File: config.mk
export PLATFORM = sky130hd
export DESIGN_NAME = wwd_top
export DESIGN_NICKNAME = d
export VERILOG_FILES = /design/src/rtl/wwd_pkg.sv /design/src/rtl/wwd_prescale.sv /design/src/rtl/wwd_counter.sv /design/src/rtl/wwd_regs.sv /design/src/rtl/wwd_top.sv
export SDC_FILE = /design/constraint.sdc
export NUM_CORES = 1
export LEC_CHECK = 0
export BUFFER_PORTS_ARGS = -buffer_cell sky130_fd_sc_hd__buf_2
export CORE_MARGIN = 2
export CORE_UTILIZATION = 45
export DETAILED_ROUTE_END_ITERATION = 6
export GPL_ROUTABILITY_DRIVEN = 1
export SYNTH_ARGS = -nofsm -noshare
export SYNTH_HDL_FRONTEND = slang
export SYNTH_SLANG_ARGS = --single-unit
File: constraint.sdc
create_clock -name clk -period 2.55 [get_ports clk]
set_input_delay 0.255 -clock clk [delete_from_list [all_inputs] [get_ports clk]]
set_output_delay 0.255 -clock clk [all_outputs]
set_load 0.01 [all_outputs]
File: src/rtl/wwd_pkg.sv
package wwd_pkg;

  localparam int unsigned ADDR_W = 3;

  typedef enum logic [ADDR_W-1:0] {
    A_CTRL   = 3'd0,
    A_WINDOW = 3'd1,
    A_WARN   = 3'd2,
    A_RELOAD = 3'd3,
    A_KICK   = 3'd4,
    A_STATUS = 3'd5,
    A_COUNT  = 3'd6
  } wwd_addr_e;

  // control bit positions that do not depend on parameters
  localparam int unsigned CTL_RUN   = 0;
  localparam int unsigned CTL_FRST  = 1;
  localparam int unsigned CTL_FSEL  = 2;

  // status bit positions
  localparam int unsigned ST_UF    = 0;
  localparam int unsigned ST_EARLY = 1;
  localparam int unsigned ST_WARN  = 2;

  typedef struct packed {
    logic warn;
    logic early;
    logic uf;
  } wwd_evt_t;

endpackage

File: src/rtl/wwd_prescale.sv
module wwd_prescale #(
  parameter int unsigned COARSE_DIV = 256,
  parameter int unsigned FINE_LOG   = 7,
  parameter int unsigned SEL_W      = 3
) (
  input  logic             clk,
  input  logic             rst_n,
  input  logic             run,
  input  logic             restart,
  input  logic             coarse_sel,
  input  logic [SEL_W-1:0] fine_sel,
  output logic             tick
);

  logic coarse_tick;

  // coarse stage: pass-through, or one pulse per COARSE_DIV cycles
  generate
    if (COARSE_DIV > 1) begin : g_coarse
      localparam int unsigned CW = $clog2(COARSE_DIV);
      logic [CW-1:0] ccnt;

      always_ff @(posedge clk or negedge rst_n) begin
        if (!rst_n) begin
          ccnt <= '0;
        end else if (!run || restart || !coarse_sel) begin
          ccnt <= '0;
        end else if (ccnt == CW'(COARSE_DIV - 1)) begin
          ccnt <= '0;
        end else begin
          ccnt <= ccnt + 1'b1;
        end
      end

      assign coarse_tick = coarse_sel ? (ccnt == CW'(COARSE_DIV - 1)) : 1'b1;
    end else begin : g_nocoarse
      logic unused_coarse_sel;
      assign unused_coarse_sel = coarse_sel;
      assign coarse_tick = 1'b1;
    end
  endgenerate

  // fine stage: binary counter, tick when the selected low bits are all ones
  logic [FINE_LOG-1:0] fcnt;
  logic [FINE_LOG-1:0] fmask;

  always_comb begin
    for (int i = 0; i < FINE_LOG; i++) begin
      fmask[i] = (i < int'(fine_sel));
    end
  end

  always_ff @(posedge clk or negedge rst_n) begin
    if (!rst_n) begin
      fcnt <= '0;
    end else if (!run || restart) begin
      fcnt <= '0;
    end else if (coarse_tick) begin
      fcnt <= fcnt + 1'b1;
    end
  end

  assign tick = run && coarse_tick && ((fcnt & fmask) == fmask);

endmodule

File: src/rtl/wwd_counter.sv
module wwd_counter
  import wwd_pkg::*;
#(
  parameter int unsigned CNT_W = 10
) (
  input  logic             clk,
  input  logic             rst_n,
  input  logic             run,
  input  logic             tick,
  input  logic             kick,
  input  logic [CNT_W-1:0] reload_val,
  input  logic [CNT_W-1:0] window_val,
  input  logic [CNT_W-1:0] warn_val,
  output logic [CNT_W-1:0] count,
  output logic             restart,
  output wwd_evt_t         evt
);

  logic in_window;
  logic legal_kick;
  logic at_zero;

  assign in_window  = (count <= window_val);
  assign legal_kick = run && kick && in_window;
  assign at_zero    = (count == '0);
  assign restart    = legal_kick;

  always_ff @(posedge clk or negedge rst_n) begin
    if (!rst_n) begin
      count <= '1;
    end else if (!run) begin
      count <= reload_val;
    end else if (legal_kick) begin
      count <= reload_val;
    end else if (tick) begin
      count <= at_zero ? reload_val : count - 1'b1;
    end
  end

  always_comb begin
    evt.uf    = run && tick && at_zero && !legal_kick;
    evt.early = run && kick && !in_window;
    evt.warn  = run && (count == warn_val);
  end

endmodule

File: src/rtl/wwd_regs.sv
module wwd_regs
  import wwd_pkg::*;
#(
  parameter int unsigned CNT_W  = 10,
  parameter int unsigned DATA_W = 16,
  parameter int unsigned SEL_W  = 3
) (
  input  logic              clk,
  input  logic              rst_n,
  input  logic              wr_en,
  input  logic [ADDR_W-1:0] wr_addr,
  input  logic [DATA_W-1:0] wr_data,
  input  logic [ADDR_W-1:0] rd_addr,
  output logic [DATA_W-1:0] rd_data,
  input  logic [CNT_W-1:0]  count,
  input  wwd_evt_t          evt,
  output logic              run,
  output logic              fault_rst,
  output logic [SEL_W-1:0]  fine_sel,
  output logic              coarse_sel,
  output logic [CNT_W-1:0]  window_val,
  output logic [CNT_W-1:0]  warn_val,
  output logic [CNT_W-1:0]  reload_val,
  output logic              kick,
  output logic [2:0]        flags
);

  localparam int unsigned CTL_CRS = CTL_FSEL + SEL_W;
  localparam int unsigned CTL_W   = CTL_CRS + 1;

  logic [CTL_W-1:0] ctrl_q;
  logic             wr_ctrl, wr_win, wr_warn, wr_rel, wr_stat;
  logic [2:0]       set_v, clr_v;
  logic             unused_wr_hi;

  // upper data bits above the counter width carry no register field
  assign unused_wr_hi = ^wr_data[DATA_W-1:CNT_W];

  assign wr_ctrl = wr_en && (wr_addr == A_CTRL);
  assign wr_win  = wr_en && (wr_addr == A_WINDOW);
  assign wr_warn = wr_en && (wr_addr == A_WARN);
  assign wr_rel  = wr_en && (wr_addr == A_RELOAD);
  assign wr_stat = wr_en && (wr_addr == A_STATUS);
  assign kick    = wr_en && (wr_addr == A_KICK);

  always_ff @(posedge clk or negedge rst_n) begin
    if (!rst_n) begin
      ctrl_q     <= '0;
      window_val <= '1;
      warn_val   <= '0;
      reload_val <= '1;
    end else begin
      if (wr_ctrl) ctrl_q     <= wr_data[CTL_W-1:0];
      if (wr_win)  window_val <= wr_data[CNT_W-1:0];
      if (wr_warn) warn_val   <= wr_data[CNT_W-1:0];
      if (wr_rel)  reload_val <= wr_data[CNT_W-1:0];
    end
  end

  assign run        = ctrl_q[CTL_RUN];
  assign fault_rst  = ctrl_q[CTL_FRST];
  assign fine_sel   = ctrl_q[CTL_FSEL +: SEL_W];
  assign coarse_sel = ctrl_q[CTL_CRS];

  // sticky status, write-one-to-clear; a new event outranks a clear
  always_comb begin
    set_v          = '0;
    set_v[ST_UF]   = evt.uf;
    set_v[ST_EARLY]= evt.early;
    set_v[ST_WARN] = evt.warn;
    clr_v          = wr_stat ? wr_data[2:0] : 3'b000;
  end

  generate
    for (genvar b = 0; b < 3; b++) begin : g_flag
      always_ff @(posedge clk or negedge rst_n) begin
        if (!rst_n) begin
          flags[b] <= 1'b0;
        end else if (set_v[b]) begin
          flags[b] <= 1'b1;
        end else if (clr_v[b]) begin
          flags[b] <= 1'b0;
        end
      end
    end
  endgenerate

  always_comb begin
    rd_data = '0;
    unique case (rd_addr)
      A_CTRL:   rd_data = DATA_W'(ctrl_q);
      A_WINDOW: rd_data = DATA_W'(window_val);
      A_WARN:   rd_data = DATA_W'(warn_val);
      A_RELOAD: rd_data = DATA_W'(reload_val);
      A_STATUS: rd_data = DATA_W'(flags);
      A_COUNT:  rd_data = DATA_W'(count);
      default:  rd_data = '0;
    endcase
  end

endmodule

File: src/rtl/wwd_top.sv
module wwd_top
  import wwd_pkg::*;
#(
  parameter int unsigned CNT_W      = 10,
  parameter int unsigned DATA_W     = 16,
  parameter int unsigned COARSE_DIV = 256,
  parameter int unsigned FINE_LOG   = 7
) (
  input  logic              clk,
  input  logic              rst_n,
  input  logic              wr_en,
  input  logic [2:0]        wr_addr,
  input  logic [DATA_W-1:0] wr_data,
  input  logic [2:0]        rd_addr,
  output logic [DATA_W-1:0] rd_data,
  output logic              rst_req,
  output logic              irq_fault,
  output logic              irq_warn
);

  localparam int unsigned SEL_W = $clog2(FINE_LOG + 1);

  logic             run, fault_rst, coarse_sel, kick, tick, restart;
  logic [SEL_W-1:0] fine_sel;
  logic [CNT_W-1:0] window_val, warn_val, reload_val, count;
  logic [2:0]       flags;
  wwd_evt_t         evt;
  logic             fault_any;

  wwd_regs #(
    .CNT_W (CNT_W),
    .DATA_W(DATA_W),
    .SEL_W (SEL_W)
  ) u_regs (
    .clk       (clk),
    .rst_n     (rst_n),
    .wr_en     (wr_en),
    .wr_addr   (wr_addr),
    .wr_data   (wr_data),
    .rd_addr   (rd_addr),
    .rd_data   (rd_data),
    .count     (count),
    .evt       (evt),
    .run       (run),
    .fault_rst (fault_rst),
    .fine_sel  (fine_sel),
    .coarse_sel(coarse_sel),
    .window_val(window_val),
    .warn_val  (warn_val),
    .reload_val(reload_val),
    .kick      (kick),
    .flags     (flags)
  );

  wwd_prescale #(
    .COARSE_DIV(COARSE_DIV),
    .FINE_LOG  (FINE_LOG),
    .SEL_W     (SEL_W)
  ) u_pre (
    .clk       (clk),
    .rst_n     (rst_n),
    .run       (run),
    .restart   (restart),
    .coarse_sel(coarse_sel),
    .fine_sel  (fine_sel),
    .tick      (tick)
  );

  wwd_counter #(
    .CNT_W(CNT_W)
  ) u_cnt (
    .clk       (clk),
    .rst_n     (rst_n),
    .run       (run),
    .tick      (tick),
    .kick      (kick),
    .reload_val(reload_val),
    .window_val(window_val),
    .warn_val  (warn_val),
    .count     (count),
    .restart   (restart),
    .evt       (evt)
  );

  assign fault_any = flags[ST_UF] | flags[ST_EARLY];
  assign rst_req   = fault_any & fault_rst;
  assign irq_fault = fault_any & ~fault_rst;
  assign irq_warn  = flags[ST_WARN];

endmodule

## Word-level counts from Yosys, hierarchy flattened

Cells that the tools add are included.
Widths: inputs -> output; s select.

- Add/sub/neg operators: 3
- $lt $le $gt $ge: 8
- Equality and inequality tests: 14
- Multiplexer cells: 17
- Bitwise gates (word level): 5
- Reduce and logical (&&, ||, !) cells: 28

Operator list:

| cell | count |
|---|---|
| $pmux 10 s6 | 1 |
| $mux 10 | 4 |
| $mux 8 | 2 |
| $logic_and 1x1->1 | 15 |
| $mux 7 | 2 |
| $eq 3x2->1 const B | 4 |
| $eq 3x3->1 const B | 4 |
| $eq 10x10->1 | 1 |
| $le 10x10->1 | 1 |
| $logic_not 10->1 | 1 |
| $sub 10x1->10 const B | 1 |
| $lt 3x3->1 const A | 3 |
| $add 8x1->8 const B | 1 |
| $eq 8x8->1 const B | 1 |
| $reduce_bool 2->1 | 4 |
| $add 7x1->7 const B | 1 |
| $and 7x7->7 | 1 |
| $eq 7x7->1 | 1 |
| $mux 1 | 7 |
| $eq 3x1->1 const B | 2 |
| $logic_not 3->1 | 2 |
| $lt 1x3->1 const A | 2 |
| $lt 2x3->1 const A | 2 |
| $logic_not 1->1 | 4 |
| 6 further kinds | 8 |

- Bits in registers: 64
- Bits of input ports: 25
- Logic and storage cells: 85

## Logic depth before layout (Yosys ltp)

Gate-level depths: netlist of run 1.

- Depth in word-level cells: 8
- Gate-level depth with buffers: 9

## By module

From an unflattened synthesis of run 1, not the netlist that was laid out.

- Cell total of the unflattened synthesis: 404
- Area total of the unflattened synthesis: 4115.2 um^2

By module, submodules not included:

| module | instances | cells an instance | area each (um^2) | seq. area each (um^2) |
|---|---|---|---|---|
| wwd_regs | 1 | 156 | 2035.7 | 1001.0 |
| wwd_counter | 1 | 164 | 1282.5 | 262.8 |
| wwd_prescale | 1 | 82 | 779.5 | 375.4 |
| wwd_top | 1 | 2 | 17.5 | 0.0 |

## Worst setup path after synthesis of run 1

No wires, ideal clock.

- Path kind: register -> register
- From: register u_regs.window_val[5]
- To: register u_cnt.count[0]
- Setup time: 0.067 ns
- Data arrival time: 2.198 ns
- Path slack: 0.285 ns
- Stages on the path, launching flop included: 9
- Path buffers: 0
- Path through: dfstp_2 inv_1 ha_1 nand4_1 o21bai_4 a311oi_4 o21ai_2 or4_1 nand4b_1

- Longest elaborated chain between the ends: 4
- Elaborated cells between the ends (all ways): 5
- Those cells by class: 1 x order compare; 1 x eq/ne; 2 x mux; 1 x reduce/logical

Ends and longest elaborated chain:

| item | RTL line | RTL |
|---|---|---|
| from (decl) | wwd_regs.sv:21 | `output logic [CNT_W-1:0] window_val,` |
| from (signal assigned) | wwd_regs.sv:54 | `if (wr_win) window_val <= wr_data[CNT_W-1:0];` |
| $le 10x10->1 (*) | wwd_counter.sv:23 | `assign in_window = (count <= window_val);` |
| $logic_and 1x1->1 (*) | wwd_counter.sv:24 | `assign legal_kick = run && kick && in_window;` |
| $mux 10 | wwd_counter.sv:33 | `end else if (legal_kick) begin` |
| $mux 10 | wwd_counter.sv:31 | `end else if (!run) begin` |
| to (signal assigned) | wwd_counter.sv:32 | `count <= reload_val;` |
| to (signal assigned) | wwd_counter.sv:34 | `count <= reload_val;` |
| to (signal assigned) | wwd_counter.sv:36 | `count <= at_zero ? reload_val : count - 1'b1;` |
| to (decl) | wwd_counter.sv:14 | `output logic [CNT_W-1:0] count,` |

Mark *: on every way between the ends. The rest lies on a longest branch, timed or not.
A chain may end at the register's enable or synchronous reset.

## Worst setup path after layout of run 1

- From: register u_regs.window_val[3]
- To: register u_cnt.count[0]

The elaborated chain is that of the path after synthesis.

==> results.md, run 1 <==
* Outcome: completed
* Min-delay worst type: in2reg
* RSZ-0062 raised after global routing: no
* WS Path Type: reg2reg
* Setup WS post-layout at 101 ps
* CP required at 2840 ps
* Cell Int Power at 2.54 mW
* Post-DRT Antenna Nets at 0
* Most frequent cells in the layout: 41 x nand2_1, 34 x dfrtp_1, 31 x buf_2
* Clock sink count at 64
* Critical Path End: u_cnt.count[0]
* Rel. slew slack at 49.4%
* Fin crit period at 2450 ps
* Clk pwr share at 22.0%
* Seq/Total Area, Yosys at 42.1%
* R2r setup slk at 100 ps
* Antenna fix cells at 0
* Die width at 97.0 um
* Final Hold Violating Endpoints at 0
* Wirelength per Cell at 16.9 um
* Initial antenna violation count at 0
* Final setup fails at 0
* Crit-path max cell delay at 540 ps
* Starting DRT DRC Count at 135
* Top post-synthesis cells by area: dfrtp_1 22%, dfstp_2 20%, mux2_2 7.8%
* Overflow after GRT at 0
* Largest net degree at the start of global routing at 26
* Synth Cell Area at 3890 um^2
* Max Slew Vio Count at 0
* Commonest non-fill, non-tap cell in the layout: nand2_1
* Slowest CP cell: dfstp_2
* DR pass1 iterations at 4
* First-pass GRT wire length at 15600 um
* Vias per inst at 5.47
* Num ports at 44
* DR vias at 3018
* Core area at 8300 um^2
* Gpl congestion at 0.806
* Setup TNS at 0 ps
* Synth warnings at 0
* Worst-path fanout max at 6
* Worst path bufs/invs at 2
* CTS tree: yes
* Reg power frac at 39.0%
* Pwr per Cell Area at 889 nW/um^2
* Sw Ratio at 36.4%
* Cell count after synthesis at 390
* Placement row count at 33
* Seq cells post-synth at 64
* Combinational Power Share at 39.0%
* Max cap viols at 0
* Pre-CTS setup slack at 59.2 ps
* Final #Nets at 480
* Reg2reg end: u_cnt.count[0]
* Clock Skews at 11.4 ps
* Layout cell share with drive strength beyond 1 at 32.9%
* Critical path, cell by cell: inv_1, ha_1, nand4_1, buf_4, nor2_1, a311oi_4, o21ai_4, or4_1, nand4b_1
* Synth cell types at 60
* Slew of the pin with the lowest slew margin at 757 ps
* Routed WL at 9350 um
* Area leader, netlist: dfrtp_1
* Endpoint class of the critical path: flop
* Worst path top cell family by delay: simple AND/OR/NAND/NOR gates
* R2r startpoint: u_regs.window_val[3]
* Fin crit share at 96.0%
* I/O Buffers at 31
* Worst setup SP type: flop
* Vias in the first global route at 3006
* Fmax achieved at 0.408 GHz
* Number of flops mapped to enable cells by yosys at 0
* CTS max path bufs at 2
* Worst r2r path cells at 9
* CTS root buffer: clkbuf_8
* Die height at 97.0 um
* Switching power at 1.45 mW
* Fraction of registers with async set/reset at 100%
* Worst path depth at 9
* Clk Latency, worst-skew pair at 360 ps
* Critical Path Start: u_regs.window_val[3]
* Clk slew on worst S/H paths at 70 ps
* Leak at 1.94 nW
* Synth top area share at 21.8%
* GRT Util Overall at 21.1%
* Syn avg cell area at 9.99 um^2
* Area grow syn2layout at 15.2%
* CP arrival at 2740 ps
* Starting density of the core at 46.9%
* Top FF cell, synth: dfrtp_1
* H-tree depth at 3
* Die area at 9420 um^2
* Post-route DRC at 0
* Post-DP HPWL at 6820 um
* Peak VDD IR at 465 uV
* CTS Buf Count at 9
## final cells by class
class,count,area (um^2)
multi-input combinational,291,2100
fill,780,3810
inverter,18,67.6
timing repair buffer,58,360
clock inverter,4,45.0
clock buffer,12,145
sequential,64,1640
tap,105,131
## flip-flops by register name, summed over array words and instances (netlist names)
register and cells:
u_regs.flags 3, u_regs.window_val 10, u_pre.g_coarse.ccnt 8, u_cnt.count 10, u_regs.reload_val 10, u_pre.fcnt 7
u_regs.warn_val 10, u_regs.ctrl_q 6
## power by group through the flow
stage / logic [mW] / registers (mW) / clock network, mW
after global routing: 1.74 / 1.59 / 0.949
after floorplan: 1.04 / 1.55 / 0
final: 1.56 / 1.56 / 0.876
after global placement: 1.48 / 1.56 / 0
after detailed placement: 1.50 / 1.57 / 0
after CTS: 1.51 / 1.55 / 0.898
## through the flow
step / hold WS, ps / utilization, % / power, mW / cell area, um^2 / std cells
after floorplan: -40.6 / - / 2.59 / 3910 / 395
after global placement: 187 / 51.0 / 3.05 / 4230 / 532
after detailed placement: 188 / 51.0 / 3.07 / 4230 / 532
after CTS: 124 / 53.4 / 3.96 / 4430 / 549
after global routing: 133 / 54.1 / 4.29 / 4490 / 552
final: 126 / 54.1 / 3.99 / 4490 / 552
## cell usage after synthesis (all sizes together) (2+ instances only)
master,count
a21oi,8
dfstp,30
o2bb2ai,3
mux2i,15
nor2b,12
and3,3
xor2,12
xnor2,10
a22o,2
nor3b,2
dfrtp,34
a21o,2
nand2,41
nand2b,3
nor4,4
nand3,10
o31ai,2
mux4,2
mux2,27
ha,13
nor3,15
a221o,2
nand4,8
or2,2
inv,18
nor2,30
o22ai,7
clkbuf,9
o211ai,2
a22oi,3
o21ai,27
buf,13
o22a,5
## cell families after synthesis
group | synth area share, %
AOI/OAI and AO/OA | 12.8
DFF | 42.1
xor gates and xnor gates | 4.95
and+or+nand+nor | 17.7
buffers and inverters | 5.40
other | 0.0963
muxes | 12.8
adders and majority gates | 4.18
## timing repair
| action | 4_1_cts | 5_1_grt |
|---|---|---|
| setup buffers | 0 | 3 |
| resized for setup | 0 | 6 |
| hold endpoints to repair | 15 | 0 |
| setup endpoints to repair | 0 | 25 |
| hold buffers | 1 | 0 |
## worst min-delay path: cells and delay by family
family	cells	cell delay, ps
buffers and inverters	1	110
AOI/OAI and AO/OA	1	60
and+or+nand+nor	1	50
## layer usage
| layer | global-route usage (%) | vias up | wire [um] | part of all wire (%) |
|---|---|---|---|---|
| li1 | - | 1473 | - | - |
| met1 | 30.6 | 1460 | 4500 | 48 |
| met2 | 31.5 | 71 | 4220 | 45 |
| met3 | 3.97 | 14 | 472 | 5.0 |
| met4 | 7.69 | 0 | 162 | 1.7 |
| met5 | 0 | - | 0 | 0 |
## worst min path at each step
stage                    start                      to  slack [ps]  cells past startpoint
finish              wr_data[7]    u_regs.window_val[7]         130                      3
global route        wr_data[9]    u_regs.window_val[9]         130                      3
CTS                 wr_data[7]    u_regs.window_val[7]         120                      3
detailed placement       rst_n  u_pre.g_coarse.ccnt[2]         190                      1
floorplan                rst_n           u_pre.fcnt[0]         -40                      0
global placement         rst_n  u_pre.g_coarse.ccnt[3]         190                      1
Note: power is estimated with default switching activity, not from simulation.
==> run 2, diff against run 1 <==
--- a/config.mk
+++ b/config.mk
@@ -6,10 +6,13 @@
 export NUM_CORES = 1
 export LEC_CHECK = 0
 export BUFFER_PORTS_ARGS = -buffer_cell sky130_fd_sc_hd__buf_2
+export CELL_PAD_IN_SITES_DETAIL_PLACEMENT = 0
+export CELL_PAD_IN_SITES_GLOBAL_PLACEMENT = 1
 export CORE_MARGIN = 2
 export CORE_UTILIZATION = 45
 export DETAILED_ROUTE_END_ITERATION = 6
 export GPL_ROUTABILITY_DRIVEN = 1
+export PLACE_DENSITY_LB_ADDON = 0.1
 export SYNTH_ARGS = -nofsm -noshare
 export SYNTH_HDL_FRONTEND = slang
 export SYNTH_SLANG_ARGS = --single-unit
==> results.md, run 2 (synthesis gave the netlist of run 1 again) <==
* Worst-path fanout max at 6
* Max Slew Vio Count at 0
* Endpoint class of the critical path: flop
* Clk Latency, worst-skew pair at 350 ps
* R2r setup slk at 30 ps
* Wirelength per Cell at 17.6 um
* CTS tree: yes
* Clock sink count at 64
* Commonest non-fill, non-tap cell in the layout: nand2_1
* Final Hold Violating Endpoints at 0
* Rel. slew slack at 51.6%
* Die width at 97.0 um
* Setup TNS at 0 ps
* Layout cell share with drive strength beyond 1 at 36.2%
* Die area at 9420 um^2
* CP required at 2820 ps
* Clk slew on worst S/H paths at 90 ps
* Starting DRT DRC Count at 185
* Final setup fails at 0
* Area taken by multi-input logic gates at 2170 um^2
* Max cap viols at 0
* I/O Buffers at 31
* Min-delay worst type: in2reg
* DR vias at 3100
* Leak at 1.94 nW
* CTS max path bufs at 2
* Pre-CTS setup slack at -30.1 ps
* Overflow after GRT at 0
* Area grow syn2layout at 18.2%
* Vias per inst at 5.61
* CP arrival at 2790 ps
* Initial antenna violation count at 0
* Register Area at 1640 um^2
* WS Path Type: reg2reg
* Post-DRT Antenna Nets at 0
* Outcome: completed
* Number of fill cells in the layout at 780
* RSZ-0062 raised after global routing: yes
* Setup WS post-layout at 27.0 ps
* Worst setup SP type: flop
* Clock Skews at 14.9 ps
* CTS Buf Count at 9
* Die height at 97.0 um
* Vias in the first global route at 3036
* Fmax achieved at 0.396 GHz
* Most frequent cells in the layout: 41 x nand2_1, 34 x dfrtp_1, 31 x buf_2
* Routed WL at 9720 um
* Peak VDD IR at 367 uV
* GRT Util Overall at 21.2%
* DR pass1 iterations at 4
* Core area at 8300 um^2
* Post-DP HPWL at 7080 um
* Post-route DRC at 0
* Gpl congestion at 0.829
* Fin crit share at 98.9%
* Fin crit period at 2520 ps
* Antenna fix cells at 0
* Final #Nets at 481
* Largest net degree at the start of global routing at 39
* Total power at 4.12 mW
* Num ports at 44
* Placement row count at 33
* First-pass GRT wire length at 15800 um
* H-tree depth at 3
* Slew of the pin with the lowest slew margin at 724 ps
* Starting density of the core at 46.9%
* CTS root buffer: clkbuf_8
* Layout Utilization at 55.5%
* Pwr per Cell Area at 894 nW/um^2
[run 2: cell count changes in the layout (fill, tap and decap cells not counted), moves of 4 or more]
cell / before / now
ha_1: 13 / 8
ha_4: 0 / 5
inv_1: 18 / 14
inv_2: 0 / 4
nor3_2: 1 / 5
[run 2: final timing paths]
kind	startpoint	to	cells past startpoint
min reg2reg	u_pre.g_coarse.ccnt[0]	u_pre.g_coarse.ccnt[0]	1
min in group asynchronous	rst_n	u_pre.g_coarse.ccnt[7]	2
max	u_regs.window_val[3]	u_cnt.count[2]	9
min	wr_data[8]	u_regs.window_val[8]	3
max in group asynchronous	rst_n	u_cnt.count[2]	3
max reg2reg	u_regs.window_val[3]	u_cnt.count[2]	9
[run 2: repair_timing]
action / 4_1_cts / 5_1_grt
hold buffers: 1 / 0
setup endpoints to repair: 16 / 25
hold endpoints to repair: 10 / 0
gates resized for setup: 0 / 21
buffers inserted: 1 / 6
pin swaps: 1 / 13
[run 2: per-layer routing]
metal | part of all wire (%) | GRT usage [%]
met1 | 51 | 31.3
met2 | 45 | 32.1
met3 | 3.4 | 3.61
met4 | 1.1 | 5.74
met5 | 0 | 0
[run 2: cell type report]
class,instances,area share [%]
Multi-Input combinational cell,291,47.1
Sequential cell,64,35.6
Tap cell,105,2.85
Clock buffer,10,2.99
Timing Repair Buffer,59,8.50
Clock inverter,6,1.47
Inverter,18,1.47
[run 2: power by group]
group | internal [mW] | switching, mW
Sequential | 1.35 | 0.251
Combinational | 0.772 | 0.829
Clock | 0.481 | 0.437
Total | 2.60 | 1.52
[run 2: per-stage QoR]
step	std cells	instance area (um^2)	hold slack, ps
floorplan	395	3910	-40.6
global placement	529	4220	313
detailed placement	529	4220	315
CTS	547	4440	125
global route	553	4610	153
finish	553	4610	128
[run 2: worst max-delay path, cell delays in order (launching register included)]
cell and delay [ps]:
dfstp_2 540, inv_2 60, ha_4 260, nand4_1 140
o21bai_4 220, a311oi_4 440, o21ai_4 140, buf_6 140
a21o_2 170, a221o_1 320
==> run 3, diff against run 2 <==
--- a/config.mk
+++ b/config.mk
@@ -15,4 +15,5 @@
 export PLACE_DENSITY_LB_ADDON = 0.1
 export SYNTH_ARGS = -nofsm -noshare
 export SYNTH_HDL_FRONTEND = slang
+export SYNTH_HIERARCHICAL = 1
 export SYNTH_SLANG_ARGS = --single-unit
==> results.md, run 3 <==
* Synth top area share at 20.7%
* Initial antenna violation count at 0
* Total power at 4.65 mW
* H-tree depth at 3
* Final #Nets at 507
* Fin crit share at 99.8%
* CP arrival at 2810 ps
* Clock sink count at 64
* DR pass1 iterations at 4
* Post-DRT Antenna Nets at 0
* Syn avg cell area at 10.2 um^2
* Pwr per Cell Area at 946 nW/um^2
* Commonest non-fill, non-tap cell in the layout: mux2_2
* Critical path, cell by cell: inv_2, ha_4, buf_6, nand4_1, buf_4, or3_4, nand2_4, a2111o_1, or4b_1, o211ai_1
* Synth warnings at 6
* Worst-path fanout max at 4
* Die width at 99.6 um
* Vias per inst at 5.78
* Top post-synthesis cells by area: dfrtp_1 21%, dfstp_2 19%, mux2_2 11%
* Fmax achieved at 0.393 GHz
* Pre-CTS setup slack at -104 ps
* Endpoint class of the critical path: flop
* Final Hold Violating Endpoints at 0
* Starting DRT DRC Count at 168
* Antenna fix cells at 0
* Max Slew Vio Count at 0
* Slew of the pin with the lowest slew margin at 738 ps
* Peak VDD IR at 346 uV
* Fin crit period at 2550 ps
* Switching power at 1.80 mW
* Largest net degree at the start of global routing at 35
* CTS Buf Count at 9
* Wirelength per Cell at 18.4 um
* Clk pwr share at 18.4%
* Clk slew on worst S/H paths at 70 ps
* CTS max path bufs at 2
* Die height at 99.6 um
* WHS Path Cells at 2
* CTS root buffer: clkbuf_8
* Vias in the first global route at 3331
* Routed WL at 10700 um
* First-pass GRT wire length at 17400 um
* GRT Util Overall at 22.7%
* Min-delay worst type: in2reg
* Reg power frac at 34.5%
* CTS tree: yes
* Hold Path Sink: u_regs/window_val[9]
* Origin of the worst min-delay path: wr_data[9]
* CP required at 2820 ps
* R2r startpoint: u_regs/window_val[3]
* Sw Ratio at 38.7%
* Final setup fails at 0
* Post-route DRC at 0
* Combinational Power Share at 47.1%
* Fraction of registers with async set/reset at 100%
* Number of flops mapped to enable cells by yosys at 0
* Gpl congestion at 0.836
* Starting density of the core at 46.7%
* Worst setup SP type: flop
* Clk Latency, worst-skew pair at 340 ps
* Worst path top cell family by delay: simple AND/OR/NAND/NOR gates
* Worst path bufs/invs at 3
* Count leader, synth: mux2_2
* Layout cell share with drive strength beyond 1 at 40.9%
* Die area at 9930 um^2
* Worst r2r path cells at 10
* Overflow after GRT at 0
* Seq/Total Area, Yosys at 39.8%
* R2r setup slk at 4 ps
* DP Area at 4510 um^2
* Most frequent cells in the layout: 42 x mux2_2, 35 x buf_4, 34 x nor2_1, 34 x dfrtp_1, 32 x buf_2
* Seq cells post-synth at 64
* Reg2reg end: u_cnt/count[0]
* Core area at 8810 um^2
* Synth cell types at 64
* WS Path Type: reg2reg
* Slowest CP cell: dfstp_2
* Clock Skews at 6.05 ps
* Post-route design area at 4910 um^2
* DR vias at 3353
* Setup WS post-layout at 4.14 ps
* I/O Buffers at 31
* Top cells by count, synth: 42 x mux2_2, 37 x nor2_1, 34 x dfrtp_1, 30 x dfstp_2, 25 x o21ai_0
* RSZ-0062 raised after global routing: yes
* Outcome: completed
* Num ports at 44
* Crit-path max cell delay at 550 ps
* Leak at 2.08 nW
* Area leader, netlist: dfrtp_1
* Cell count after synthesis at 404
* Area grow syn2layout at 19.3%
* Max cap viols at 0
* Placement row count at 34
* Top FF cell, synth: dfrtp_1
* Synth Cell Area at 4120 um^2
* Rel. slew slack at 50.8%
* Cell Int Power at 2.85 mW
* Post-DP HPWL at 8000 um
[run 3: final cells by class]
type,instances,area [um^2]
inverters,17,63.8
clock inverters,4,45.0
clock buffers,11,141
well taps,108,135
repair buffers,72,495
multi-input cells,304,2390
flip-flops and latches,64,1640
fillers,810,3900
[run 3: worst max path at each step]
stage | slack [ps] | end | from | depth (start not counted)
floorplan | 40 | u_pre/fcnt[1] | u_regs/window_val[3] | 12
global placement | -2 | u_cnt/count[9] | u_regs/window_val[3] | 8
detailed placement | -100 | u_cnt/count[3] | u_regs/window_val[7] | 8
CTS | 10 | u_cnt/count[0] | u_regs/window_val[3] | 10
global route | -90 | u_cnt/count[0] | u_regs/window_val[3] | 10
finish | 4 | u_cnt/count[0] | u_regs/window_val[3] | 10
[run 3: metrics by stage]
step	setup TNS, ps	hold slack, ps	instances	util (%)
after floorplan	0	-40.6	409	-
after global placement	-4.34	356	555	51.2
after detailed placement	-458	354	555	51.2
after CTS	0	154	577	54.4
after global routing	-452	167	580	55.8
final	0	171	580	55.8
[run 3: per-layer routing]
metal	global-route usage (%)	share of wire, %	up-vias
met4	7.59	1.7	0
li1	-	-	1586
met5	0	0	-
met3	3.16	4.2	14
met2	37.5	48	71
met1	30.7	46	1682
[run 3: worst register-to-register path, delay by kind of cell, from the launching register on]
kind            cells  cell delay (ps)
simple gates        4             1060
buf+inv             3              320
fa+ha+maj           1              270
flops               1              550
compound gates      2              290
[run 3: cell families after synthesis]
group / synth area share [%]
mux: 14.2
xor+xnor: 3.83
other cells: 0.0911
flops: 39.8
compound gates: 14.9
simple gates: 17.4
fa+ha+maj: 4.26
buf+inv: 5.44
[run 3: timing repair]
item                                   in CTS  in global routing
buffers inserted                            6                  2
endpoints found under the hold margin      18                  0
hold buffers                                1                  0
gates cloned                                0                  1
setup endpoints to repair                  11                 16
pin swaps                                   5                 13
resized for setup                           4                 23
[run 3: power by group through the flow]
stage	logic, mW	clock network, mW	registers [mW]
floorplan	1.24	0	1.57
global placement	1.86	0	1.60
detailed placement	1.88	0	1.61
CTS	1.99	0.888	1.60
global route	2.40	0.935	1.64
finish	2.19	0.855	1.60
